**src/rtl/sar_serial_pkg.sv**
```systemverilog
package sar_serial_pkg;

  typedef enum logic {
    ST_ACQ  = 1'b0,
    ST_CONV = 1'b1
  } portState_t;

  typedef struct packed {
    logic load;
    logic shift;
  } dpCtl_t;

endpackage

```
**src/rtl/sar_serial_ctrl.sv**
```systemverilog
module sar_serial_ctrl
  import sar_serial_pkg::*;
#(
  parameter int DATA_W      = 16,
  parameter int CONV_CYCLES = 40
) (
  input  logic   clk,
  input  logic   rstN,
  input  logic   convStrobe,
  input  logic   serClk,
  output dpCtl_t dpCtl,
  output logic   sdoEn
);

  localparam int CNT_W  = $clog2(CONV_CYCLES + 1);
  localparam int BIT_W  = $clog2(DATA_W + 1);
  localparam logic [CNT_W-1:0] CNT_LAST = CNT_W'(CONV_CYCLES - 1);
  localparam logic [BIT_W-1:0] BIT_LAST = BIT_W'(DATA_W - 1);

  portState_t       state;
  logic [CNT_W-1:0] convCnt;
  logic [BIT_W-1:0] bitCnt;
  logic             strobeQ;
  logic             clkQ;
  logic             wordReady;
  logic             enR;

  logic strobeRise;
  logic serFall;
  logic convDone;
  logic lastFall;

  assign strobeRise = convStrobe && !strobeQ;
  assign serFall    = !serClk && clkQ;
  assign convDone   = (state == ST_CONV) && (convCnt == CNT_LAST);
  assign lastFall   = enR && serFall && (bitCnt == BIT_LAST);

  always_comb begin
    dpCtl.load  = convDone;
    dpCtl.shift = (state == ST_ACQ) && !strobeRise && enR && serFall && !lastFall;
  end

  always_ff @(posedge clk or negedge rstN) begin
    if (!rstN) begin
      state     <= ST_ACQ;
      convCnt   <= '0;
      bitCnt    <= '0;
      strobeQ   <= 1'b1;
      clkQ      <= 1'b0;
      wordReady <= 1'b0;
      enR       <= 1'b0;
    end else begin
      strobeQ <= convStrobe;
      clkQ    <= serClk;
      unique case (state)
        ST_CONV: begin
          if (convDone) begin
            state     <= ST_ACQ;
            wordReady <= 1'b1;
          end else begin
            convCnt <= convCnt + 1'b1;
          end
        end
        ST_ACQ: begin
          if (strobeRise) begin
            state     <= ST_CONV;
            convCnt   <= '0;
            enR       <= 1'b0;
            wordReady <= 1'b0;
          end else if (enR) begin
            if (serFall) begin
              if (lastFall) enR <= 1'b0;
              else bitCnt <= bitCnt + 1'b1;
            end
          end else if (wordReady && !convStrobe) begin
            enR       <= 1'b1;
            wordReady <= 1'b0;
            bitCnt    <= '0;
          end
        end
        default: state <= ST_ACQ;
      endcase
    end
  end

  assign sdoEn = enR;

endmodule

```
**src/rtl/sar_serial_datapath.sv**
```systemverilog
module sar_serial_datapath
  import sar_serial_pkg::*;
#(
  parameter int DATA_W = 16
) (
  input  logic              clk,
  input  logic              rstN,
  input  dpCtl_t            dpCtl,
  input  logic [DATA_W-1:0] sampleIn,
  output logic              sdoData
);

  logic [DATA_W-1:0] shiftReg;

  always_ff @(posedge clk or negedge rstN) begin
    if (!rstN) begin
      shiftReg <= '0;
    end else if (dpCtl.load) begin
      shiftReg <= sampleIn;
    end else if (dpCtl.shift) begin
      shiftReg <= {shiftReg[DATA_W-2:0], 1'b0};
    end
  end

  assign sdoData = shiftReg[DATA_W-1];

endmodule

```
**src/rtl/sar_serial_port.sv**
```systemverilog
module sar_serial_port
  import sar_serial_pkg::*;
#(
  parameter int DATA_W      = 16,
  parameter int CONV_CYCLES = 40
) (
  input  logic              clk,
  input  logic              rstN,
  input  logic              convStrobe,
  input  logic              serClk,
  input  logic [DATA_W-1:0] sampleIn,
  output logic              sdoData,
  output logic              sdoEn
);

  dpCtl_t dpCtl;

  sar_serial_ctrl #(
    .DATA_W     (DATA_W),
    .CONV_CYCLES(CONV_CYCLES)
  ) ctrl_i (
    .clk       (clk),
    .rstN      (rstN),
    .convStrobe(convStrobe),
    .serClk    (serClk),
    .dpCtl     (dpCtl),
    .sdoEn     (sdoEn)
  );

  sar_serial_datapath #(
    .DATA_W(DATA_W)
  ) dp_i (
    .clk     (clk),
    .rstN    (rstN),
    .dpCtl   (dpCtl),
    .sampleIn(sampleIn),
    .sdoData (sdoData)
  );

endmodule

```
**config.mk**
```make
export PLATFORM = sky130hd
export DESIGN_NAME = sar_serial_port
export DESIGN_NICKNAME = d
export VERILOG_FILES = /design/src/rtl/sar_serial_pkg.sv /design/src/rtl/sar_serial_ctrl.sv /design/src/rtl/sar_serial_datapath.sv /design/src/rtl/sar_serial_port.sv
export SDC_FILE = /design/constraint.sdc
export NUM_CORES = 1
export LEC_CHECK = 0
export BUFFER_PORTS_ARGS = -buffer_cell sky130_fd_sc_hd__buf_4
export CAP_MARGIN = 20
export CORE_MARGIN = 5
export CORE_UTILIZATION = 39
export CTS_CLUSTER_SIZE = 28
export DETAILED_ROUTE_END_ITERATION = 10
export SLEW_MARGIN = 20
export SYNTH_ARGS = -nofsm -noshare
export SYNTH_HDL_FRONTEND = slang
export SYNTH_SLANG_ARGS = --single-unit
```
**constraint.sdc**
```tcl
create_clock -name clk -period 3 [get_ports clk]
set_clock_uncertainty 0.15 [all_clocks]
set_input_delay 0.75 -clock clk [delete_from_list [all_inputs] [get_ports clk]]
set_output_delay 0.75 -clock clk [all_outputs]
set_load 0.1 [all_outputs]
```
== Word-level counts from Yosys, hierarchy flattened ==
Cells that the tools add are included.

* Input bits: 20
* Register bits after elaboration: 32
* Word-level logic and storage cells: 63

* $add $sub $neg: 2
* Bitwise gates (word level): 2
* Muxes and demuxes: 22
* Reduce and logical (&&, ||, !) cells: 20
* Equality and inequality tests: 9

{| class="wikitable"
|+ Operators with widths
! kind !! number
|-
| $mux W16 || 2
|-
| $mux W5 || 4
|-
| $mux W6 || 2
|-
| $pmux W6 S2 || 1
|-
| $mux W1 || 11
|-
| $logic_and A1 B1 Y1 || 10
|-
| $ne A2 B2 Y1 const B || 4
|-
| $add A6 B1 Y6 const B || 1
|-
| $eq A6 B6 Y1 const B || 1
|-
| $add A5 B1 Y5 const B || 1
|-
| $eq A5 B4 Y1 const B || 1
|-
| $logic_not A1 Y1 || 5
|-
| $reduce_and A5 Y1 || 1
|-
| $pmux W1 S2 || 2
|-
| $reduce_bool A2 Y1 || 2
|-
| $ne A3 B2 Y1 const B || 1
|-
| $ne A3 B3 Y1 const B || 1
|-
| $reduce_and A3 Y1 || 1
|-
| $ne A2 B1 Y1 const B || 1
|-
| $not A1 Y1 || 2
|-
| $reduce_and A2 Y1 || 1
|}

== Depth between registers and ports, before layout ==
Gate-level depths: netlist (run 1).

* Word-level depth: 9
* Gate-level depth with buffers: 8
* Depth with buffers taken out: 6

== Cells and area by module ==
A second synthesis (run 1) with hierarchy kept.

* Cells, all modules: 149
* Area total of the unflattened synthesis: 1,604.0 sq um

{| class="wikitable"
|+ Modules (own cells, without submodules)
! module !! cells each !! instances !! area each (sq um)
|-
| sar_serial_ctrl || 80 || 1 || 862.1
|-
| sar_serial_datapath || 69 || 1 || 742.0
|}

== Worst setup path after synthesis (run 1) ==
OpenSTA, ideal clock, no wires.

* Path kind: register -> register
* Start: reg ctrl_i.enR, in the netlist ctrl_i.sdoEn
* End: reg ctrl_i.bitCnt[3]
* Path buffers: 0
* Data required time: 2.722 ns
* Stages on the path, launching flop included: 4
* Arrival: 2.013 ns
* Setup slack: 0.709 ns
* Cells stage by stage: dfrtp_1 > or3b_4 > a2111oi_4 > mux2_1

* Longest elaborated chain between the ends: 4
* Elaborated cells between the ends (all ways): 7

{| class="wikitable"
|+ RTL lines
! item !! RTL line !! text
|-
| from (decl) || sar_serial_ctrl.sv:26 || <nowiki>logic enR;</nowiki>
|-
| from (signal assigned) || sar_serial_ctrl.sv:51 || <nowiki>enR <= 1'b0;</nowiki>
|-
| from (signal assigned) || sar_serial_ctrl.sv:68 || <nowiki>enR <= 1'b0;</nowiki>
|-
| from (signal assigned) || sar_serial_ctrl.sv:72 || <nowiki>if (lastFall) enR <= 1'b0;</nowiki>
|-
| $logic_and A1 B1 Y1 (2 in a row) || sar_serial_ctrl.sv:36 || <nowiki>assign lastFall = enR && serFall && (bitCnt == BIT_LAST);</nowiki>
|-
| $ne A2 B2 Y1 (no source line) || -- ||
|-
| $reduce_and A5 Y1 (no source line) || -- ||
|-
| to (signal assigned) || sar_serial_ctrl.sv:73 || <nowiki>else bitCnt <= bitCnt + 1'b1;</nowiki>
|-
| to (decl) || sar_serial_ctrl.sv:22 || <nowiki>logic [BIT_W-1:0] bitCnt;</nowiki>
|}

Parallel ways exist; a longest one is shown, timed or not.
A chain may end at the register's enable or synchronous reset.

== Worst setup path in the final report (run 1) ==
* Start: reg ctrl_i.bitCnt[0]
* End: reg ctrl_i.bitCnt[3]

* Longest elaborated chain between the ends: 4
* Elaborated cells between the ends (all ways): 8

{| class="wikitable"
|+ RTL lines
! item !! RTL line
|-
| $add A5 B1 Y5 / $eq A5 B4 Y1 (equally long branches) || sar_serial_ctrl.sv:73, sar_serial_ctrl.sv:36
|-
| $mux W5 / $logic_and A1 B1 Y1 (equally long branches) || sar_serial_ctrl.sv:72, sar_serial_ctrl.sv:36
|-
| $mux W5 / $ne A2 B2 Y1 (equally long branches) || --
|-
| $mux W5 / $reduce_and A5 Y1 (equally long branches) || --
|}

Parallel ways exist; a longest one is shown, timed or not. The select of a mux whose other input is x is not followed.

==> metrics, run 1 <==
diode count 0; Inst Count DP 241; CP Class reg2reg; WP depth 6; Async S/R FF share, synth 100%; full die area 0.00592 mm²; Setup crit start kind flip-flop; maximum VDD drop 0.000335 V; clock period minus worst slack 2320 ps; Mapped Cells 180; final-report setup violation count 0; Hold Crit Class in2async; initial antenna violation count 0; mapped cell area 0.00175 mm²; crit path buf inv count 0; Core Box Area 0.00435 mm²; CTS buffer count 5; syn avg cell area 9.71 µm²; Critical-path top delay cell dfrtp_1; initial core utilization 40.1%; final hold violation count 0; global-route wire length before repair 7.84 mm; status complete, no violations; relative slew slack 57.0%; antenna viol nets, final 0; max_cap viols 0; Primary FF master, synth dfrtp_1; Crit path largest cell delay 410 ps; WP data required 3010 ps; Worst-Margin Slew 644 ps; Ys Warns 0; RSZ-0062 raised after global routing false; vias in the first global route 1639; Comb pwr share 38.5%; GR Overflow Total 0; Seq/Total Area, Yosys 45.9%; Worst R2R Path Depth 6; Critical Path AT 2330 ps; post-CTS sizing 0; clk buf depth 2; post-CTS setup buffers 0; row cnt 24; Synth top area share 44.4%; number of synthesized flops with an enable pin 0; Initial DRT Pass Iterations 4; net switching power 702 µW; R2R setup slack 680 ps; FMAX 432 MHz; pwr/cell area 872 mW/mm²; Die W 76.9 µm; Synthesized Nets 203; wire length on met3 171 µm; clock-pin slew on the worst setup and hold paths 70 ps; Largest delay share family, worst path simple AND/OR/NAND/NOR gates; # port buffers 21; wl on met1 2.05 mm; Worst path most repeated cell ha_1; H-tree levels 2; placer congestion estimate 0.852; count of cell types in the netlist 46; Int Pwr 1060 µW; drt drc 0; most frequent cells after synthesis dfrtp_1, a31oi_1, nand4_1, nor3_1, o31ai_1; final net count 219; Seq cells post-synth 32; Leak 0.000823 µW; clk_lat worst skew 280 ps; Flop pwr share 43.9%; Vias 1556; total power 1770 µW; root buffer cell clkbuf_8; crit path capture type flip-flop; Final Cycle Share 77.2%; CTS Hold Bufs 0; Vias/cell 6.27; cells along the critical path ha_1 -> and3_1 -> ha_1 -> nand4bb_1 -> a2111oi_4 -> mux2_1; post-route non-filler standard cell count 248; clock power share 17.6%; DR WL/cell 18.1 µm; pin count of the biggest net entering global routing 33; r2r endpoint ctrl_i.bitCnt[3]$_DFFE_PN0P_; Total Routing Usage GR 15.9%; max layer used met4; Worst Setup Slack, final 684 ps; Area growth, synth to finish 15.9%; top area cells in the synthesized netlist dfrtp_1, o31ai_1, a31oi_1, nand4_1, nor3_1; TritonCTS clock tree done; layout cells sized above 1 20.9%; pins over their slew limit 0; Place WS 706 ps; setup_tns 0 ps; crit path max fanout 3; Die Height 76.9 µm; HPWL after DPL 2.91 mm; DR WL met2 2.23 mm; Routed WL 4.49 mm; RR Startpoint ctrl_i.bitCnt[0]$_DFFE_PN0P_; top-count cell post-synth dfrtp_1; switching share of power 39.7%; clock sinks 32; I/O pin count 22; largest area contributor in the netlist dfrtp_1; DRT iter0 DRCs 127
-- power groups by stage --
stage               sequential [µW]  clock [µW]  combinational [µW]
detailed placement              777           0                 683
floorplan                       782           0                 484
CTS                             771         320                 683
finish                          775         311                 681
global placement                762           0                 651
global route                    801         340                 769
-- metrics by stage --
stage	hold slack, ps	instance area [µm²]	utilization [%]
final	249	2030	46.5
after global routing	280	2030	46.5
after CTS	264	2030	46.5
after detailed placement	352	1950	44.7
after global placement	343	1950	44.7
after floorplan	304	1750	-
-- per-layer routing --
layer	vias to the layer above	global-route usage, %
met5	-	0
met4	0	4.90
met3	5	3.75
met2	32	26.7
met1	788	20.1
li1	731	-
-- worst register-to-register path: cells and delay by family, from the launching register on --
| kind | cells | cell delay [ps] |
|---|---|---|
| compound gates | 1 | 360 |
| simple gates | 2 | 490 |
| mux | 1 | 350 |
| flops | 1 | 410 |
| fa+ha+maj | 2 | 440 |
-- worst max path at each step --
stage | from | end
detailed placement | ctrl_i.bitCnt[0]$_DFFE_PN0P_ | ctrl_i.bitCnt[3]$_DFFE_PN0P_
finish | ctrl_i.bitCnt[0]$_DFFE_PN0P_ | ctrl_i.bitCnt[3]$_DFFE_PN0P_
CTS | ctrl_i.bitCnt[0]$_DFFE_PN0P_ | ctrl_i.bitCnt[3]$_DFFE_PN0P_
global route | ctrl_i.bitCnt[0]$_DFFE_PN0P_ | ctrl_i.bitCnt[1]$_DFFE_PN0P_
floorplan | ctrl_i.sdoEn$_DFFE_PN0N_ | ctrl_i.bitCnt[3]$_DFFE_PN0P_
global placement | convStrobe | ctrl_i.bitCnt[3]$_DFFE_PN0P_
-- sequential cells by signal, indices dropped and copies added (netlist names) --
register          flops
ctrl_i.wordReady      1
ctrl_i.state          1
ctrl_i.bitCnt         5
ctrl_i.sdoEn          1
ctrl_i.strobeQ        1
ctrl_i.clkQ           1
ctrl_i.convCnt        6
dp_i.shiftReg        16
-- layout by cell type, fill, tap and decap left out, drive strengths merged, types with 2 or more instances in the layout --
cell type	instances
dfrtp	31
buf	29
nand4	16
nor3	16
a31oi	16
o31ai	15
nand2	6
clkbuf	6
inv	5
nand3	5
o21ai	5
mux2i	4
nor2b	3
ha	3
and3	2
nor2	2
nand2b	2
o22ai	2
o211ai	2
or2	2
clkinv	2
-- kinds of logic after synthesis --
group,Yosys count,share of synthesized area [%]
AO/OA/AOI/OAI,50,21.0
adder cells (fa/ha/maj),3,2.15
buffers and inverters,26,6.37
flip-flops,32,45.9
multiplexers,5,2.93
AND/OR/NAND/NOR,64,21.7
-- area by class of cell --
class                      count  area (µm²)
timing repair buffer          29         218
clock buffer                   6        72.6
tap                           52        65.1
multi-input combinational    122         841
fill                         396        2330
clock inverter                 1        5.00
sequential                    32         802
inverter                       6        22.5
Power figures use the tool's default switching activity.
==> run 2: changes to the inputs <==
==> constraint.sdc (replaced) <==
create_clock -name clk -period 2.3 [get_ports clk]
set_clock_uncertainty 0.15 [all_clocks]
set_input_delay 0.575 -clock clk [delete_from_list [all_inputs] [get_ports clk]]
set_output_delay 0.575 -clock clk [all_outputs]
set_load 0.1 [all_outputs]
==> run 2 against run 1 <==
Effect of this change: clock-buffer cell count shrank 1; sequential power grew 32%; via count shrank 0.19%; first-iteration DRC count shrank 32%; critical path type unchanged; largest cell class unchanged.
==> metrics, run 2 (synthesis results as in run 1) <==
pin count of the biggest net entering global routing 33; final hold violation count 0; initial antenna violation count 0; global-route wire length before repair 7.50 mm; Initial DRT Pass Iterations 4; row cnt 24; Total Routing Usage GR 15.5%; initial core utilization 40.1%; RR Startpoint ctrl_i.bitCnt[0]$_DFFE_PN0P_; full die area 0.00592 mm²; biggest regs dp_i.shiftReg (16), ctrl_i.convCnt (6), ctrl_i.bitCnt (5); diode count 0; Final Cycle Share 95.5%; max reg flops 16; status complete, no violations; Leak 0.000879 µW; GR Overflow Total 0; Worst-Margin Slew 536 ps; layout cells sized above 1 26.7%; Setup crit start kind flip-flop; antenna viol nets, final 0; HPWL after DPL 2.97 mm; setup_tns 0 ps; final net count 228; Routed WL 4.35 mm; commonest non-fill, non-tap cells in the layout buf_4, dfrtp_1, nand4_1, nor3_1, a31oi_1; H-tree levels 2; Inst Count DP 249; placer congestion estimate 0.845; Die Height 76.9 µm; vias in the first global route 1607; Largest Register dp_i.shiftReg; Critical Path AT 2210 ps; cells along the critical path ha_2 -> and3_1 -> ha_1 -> nand4bb_4 -> a2111oi_4 -> mux2_4; Critical-path top delay cell a2111oi_4; R2R setup slack 100 ps; crit path capture type flip-flop; relative slew slack 63.8%; Hold Crit Class in2async; drt drc 0; clock-pin slew on the worst setup and hold paths 80 ps; FMAX 455 MHz; Worst R2R Path Depth 6; Core Box Area 0.00435 mm²; clock sinks 32; r2r endpoint ctrl_i.bitCnt[3]$_DFFE_PN0P_; CTS buffer count 5; post-route non-filler standard cell count 258; pins over their slew limit 0; final-report setup violation count 0; clock period minus worst slack 2200 ps; CTS Hold Bufs 0; DR WL/cell 16.9 µm; RSZ-0062 raised after global routing false; WP data required 2310 ps; clk_lat worst skew 290 ps; worst setup path end ctrl_i.bitCnt[3]$_DFFE_PN0P_; crit path max fanout 3; most common cell after layout, fill and taps aside buf_4; # port buffers 21; I/O pin count 22; DRT iter0 DRCs 86; pwr/cell area 1150 mW/mm²; Vias/cell 6.02; max_cap viols 0; Worst Setup SP ctrl_i.bitCnt[0]$_DFFE_PN0P_; clk buf depth 2; TritonCTS clock tree done; Crit path largest cell delay 400 ps; Die W 76.9 µm; Vias 1553; CP Class reg2reg; Area growth, synth to finish 23.0%; maximum VDD drop 0.000677 V; root buffer cell clkbuf_8
run 2: cell count changes in the layout (fill, tap and decap cells not counted):
cell,delta
buf_4,+9
bufinv_16,+1
clkbuf_1,-1
clkinvlp_4,+1
ha_1,-1
ha_2,+1
mux2_1,-1
mux2_4,+1
nand4bb_1,-1
nand4bb_4,+1
run 2: what timing repair did:
| action | in CTS | in global routing |
|---|---|---|
| buffers inserted | 0 | 1 |
| resized for setup | 1 | 3 |
| endpoints found under the setup margin | 1 | 6 |
| pin swaps | 0 | 2 |
| gates cloned | 0 | 0 |
run 2: per-stage QoR:
step           area, µm²  setup WS [ps]  hold WS (ps)  util (%)  total power, µW
2_1_floorplan       1750           9.35           129         -             1650
6_report            2150            104          61.0      49.4             2470
5_1_grt             2150           17.9          86.4      49.4             2650
4_1_cts             2120           4.62          73.6      48.8             2470
3_3_place_gp        2010           85.6           347      46.1             1870
3_5_place_dp        2010           7.19           349      46.1             1920
run 2: area by class of cell:
type                    count  area (µm²)
fillers                   411        2200
multi-input cells         122         863
flip-flops and latches     32         802
repair buffers             38         285
clock buffers               5        68.8
well taps                  52        65.1
clock inverters             3        42.5
inverters                   6        22.5
run 2: worst min-delay path by stage:
stage | start | to | slack [ps] | cells past startpoint
5_1_grt | rstN | ctrl_i.convCnt[2]$_DFFE_PN0P_ | 90 | 1
2_1_floorplan | rstN | ctrl_i.bitCnt[0]$_DFFE_PN0P_ | 130 | 0
4_1_cts | rstN | ctrl_i.convCnt[2]$_DFFE_PN0P_ | 70 | 1
6_report | rstN | ctrl_i.convCnt[2]$_DFFE_PN0P_ | 60 | 1
3_5_place_dp | dp_i.shiftReg[0]$_DFFE_PN0P_ | dp_i.shiftReg[0]$_DFFE_PN0P_ | 350 | 1
3_3_place_gp | dp_i.shiftReg[0]$_DFFE_PN0P_ | dp_i.shiftReg[0]$_DFFE_PN0P_ | 350 | 1
run 2: layer usage:
metal / routed length [µm] / vias to the layer above / share of wire, % / track usage [%]
li1: - / 752 / - / -
met1: 1920 / 774 / 44 / 19.1
met2: 2200 / 22 / 51 / 26.3
met3: 177 / 5 / 4.1 / 3.51
met4: 51 / 0 / 1.2 / 5.94
met5: 0 / - / 0 / 0
run 2: where the power goes:
| part | leakage, µW | total (µW) | internal (µW) | switching [µW] |
|---|---|---|---|---|
| combinational | 0.000447 | 904 | 406 | 498 |
| clock | 0.0000541 | 542 | 320 | 221 |
| sequential | 0.000377 | 1020 | 809 | 211 |
run 2: critical path: cells and delay by family, from the launching register on:
family / cells / cell delay, ps
adder cells (fa/ha/maj): 2 / 410
AND/OR/NAND/NOR: 2 / 400
AO/OA/AOI/OAI: 1 / 400
flip-flops: 1 / 390
multiplexers: 1 / 330
==> run 3: changes to the inputs <==
--- a/config.mk
+++ b/config.mk
@@ -7,6 +7,7 @@
 export LEC_CHECK = 0
 export BUFFER_PORTS_ARGS = -buffer_cell sky130_fd_sc_hd__buf_4
 export CAP_MARGIN = 20
+export CORE_ASPECT_RATIO = 0.8
 export CORE_MARGIN = 5
 export CORE_UTILIZATION = 39
 export CTS_CLUSTER_SIZE = 28
==> run 3 against run 2 <==
Effect of this change: critical path depth stayed put; core utilization about the same; die area up 0.15%; highest routed layer unchanged; critical path type unchanged.
==> metrics, run 3 (synthesis results as in run 1) <==
status complete, no violations; Largest Register dp_i.shiftReg; commonest non-fill, non-tap cells in the layout buf_4, dfrtp_1, nand4_1, nor3_1, a31oi_1; initial core utilization 41.1%; max reg flops 16; Place WS -13.5 ps; clk buf depth 2; pin count of the biggest net entering global routing 33; Vias 1560; Die W 84.9 µm; most common cell after layout, fill and taps aside buf_4; Comb pwr share 38.2%; I/O pin count 22; Leak 0.000844 µW; Area growth, synth to finish 20.1%; RSZ-0062 raised after global routing false; post-CTS setup buffers 0; initial antenna violation count 0; layout cells sized above 1 24.4%; # port buffers 21; row cnt 21; vias in the first global route 1610; Total Routing Usage GR 16.2%; FMAX 454 MHz; clock sinks 32; switching share of power 38.8%; full die area 0.00593 mm²; Routed WL 4.43 mm; relative slew slack 65.5%; HPWL after DPL 3.00 mm; DRT iter0 DRCs 108; max_cap viols 0; Die Height 69.9 µm; Final Cycle Share 95.7%; Hold Crit Class in2async; H-tree levels 2; global-route wire length before repair 7.80 mm; CP Class reg2reg; clock power share 18.9%; Initial DRT Pass Iterations 4; root buffer cell clkbuf_8; WP data required 2310 ps; Int Pwr 1460 µW; Critical Path AT 2220 ps; setup_tns 0 ps; clock period minus worst slack 2200 ps; final hold violation count 0; TritonCTS clock tree done; post-layout util 49.3%; clk_lat worst skew 280 ps; final net count 223; Vias/cell 6.05; pins over their slew limit 0; Worst R2R Path Depth 6; DR WL/cell 17.2 µm; placer congestion estimate 0.782; crit path capture type flip-flop; biggest regs dp_i.shiftReg (16), ctrl_i.convCnt (6), ctrl_i.bitCnt (5); crit path max fanout 3; drt drc 0; CTS buffer count 5; pwr/cell area 1130 mW/mm²; diode count 0; final-report setup violation count 0; Worst Setup Slack, final 99.1 ps; Worst-Margin Slew 510 ps; antenna viol nets, final 0; Flop pwr share 42.9%; net switching power 925 µW; Setup crit start kind flip-flop; GR Overflow Total 0; maximum VDD drop 0.000461 V; Core Box Area 0.00426 mm²; clock-pin slew on the worst setup and hold paths 60 ps
[run 3: cell count changes in the layout (fill, tap and decap cells not counted), sizes merged]
cell      change
bufinv        -1
clkinvlp      -1
clkbuf        +3
clkinv        -1
buf           -5
[run 3: through the flow]
| step | power [µW] | hold slack [ps] | cells | cell area [µm²] |
|---|---|---|---|---|
| 2_1_floorplan | 1650 | 129 | 180 | 1750 |
| 3_3_place_gp | 1860 | 349 | 250 | 1980 |
| 3_5_place_dp | 1920 | 352 | 250 | 1980 |
| 4_1_cts | 2380 | 91.2 | 258 | 2090 |
| 5_1_grt | 2560 | 115 | 258 | 2100 |
| 6_report | 2380 | 80.9 | 258 | 2100 |
[run 3: metal layers]
layer | routed length, µm | up-vias | share of wire [%] | track usage, %
li1 | - | 739 | - | -
met5 | 0 | - | 0 | 0
met1 | 2040 | 777 | 46 | 21.3
met4 | 54 | 0 | 1.2 | 4.75
met3 | 163 | 6 | 3.7 | 3.76
met2 | 2170 | 38 | 49 | 26.5
[run 3: cell type report]
class                           instances  area, µm²
Sequential cell                        32        802
Fill cell                             426       2160
Multi-Input combinational cell        122        866
Clock buffer                            8       90.1
Timing Repair Buffer                   33        248
Inverter                                6       22.5
Tap cell                               57       71.3
[run 3: final timing paths]
| kind | startpoint | end | slack [ps] |
|---|---|---|---|
| setup / recovery | ctrl_i.bitCnt[1]$_DFFE_PN0P_ | ctrl_i.bitCnt[3]$_DFFE_PN0P_ | 100 |
| hold / removal | rstN | ctrl_i.bitCnt[0]$_DFFE_PN0P_ | 80 |
| setup reg to reg | ctrl_i.bitCnt[1]$_DFFE_PN0P_ | ctrl_i.bitCnt[3]$_DFFE_PN0P_ | 100 |
| hold reg to reg | dp_i.shiftReg[0]$_DFFE_PN0P_ | dp_i.shiftReg[0]$_DFFE_PN0P_ | 360 |
| max in group asynchronous | rstN | ctrl_i.strobeQ$_DFF_PN1_ | 1590 |
| min in group clk | serClk | ctrl_i.clkQ$_DFF_PN0_ | 280 |
[run 3: power by group through the flow]
stage | combinational [µW] | clock, µW | sequential [µW]
global route | 1020 | 473 | 1060
detailed placement | 896 | 0 | 1030
finish | 911 | 449 | 1020
floorplan | 632 | 0 | 1020
global placement | 851 | 0 | 1010
CTS | 901 | 458 | 1020
[run 3: critical path: stages (launching register included)]
cell and delay, ps:
dfrtp_1 400, ha_2 190, and3_1 180, ha_2 190, nand4bb_4 220, a2111oi_4 420, mux2_4 340
[run 3: repair_timing]
item | 4_1_cts | 5_1_grt
resized for setup | 1 | 4
pin swaps | 0 | 2
endpoints found under the setup margin | 1 | 15
hold buffers | 0 | 0
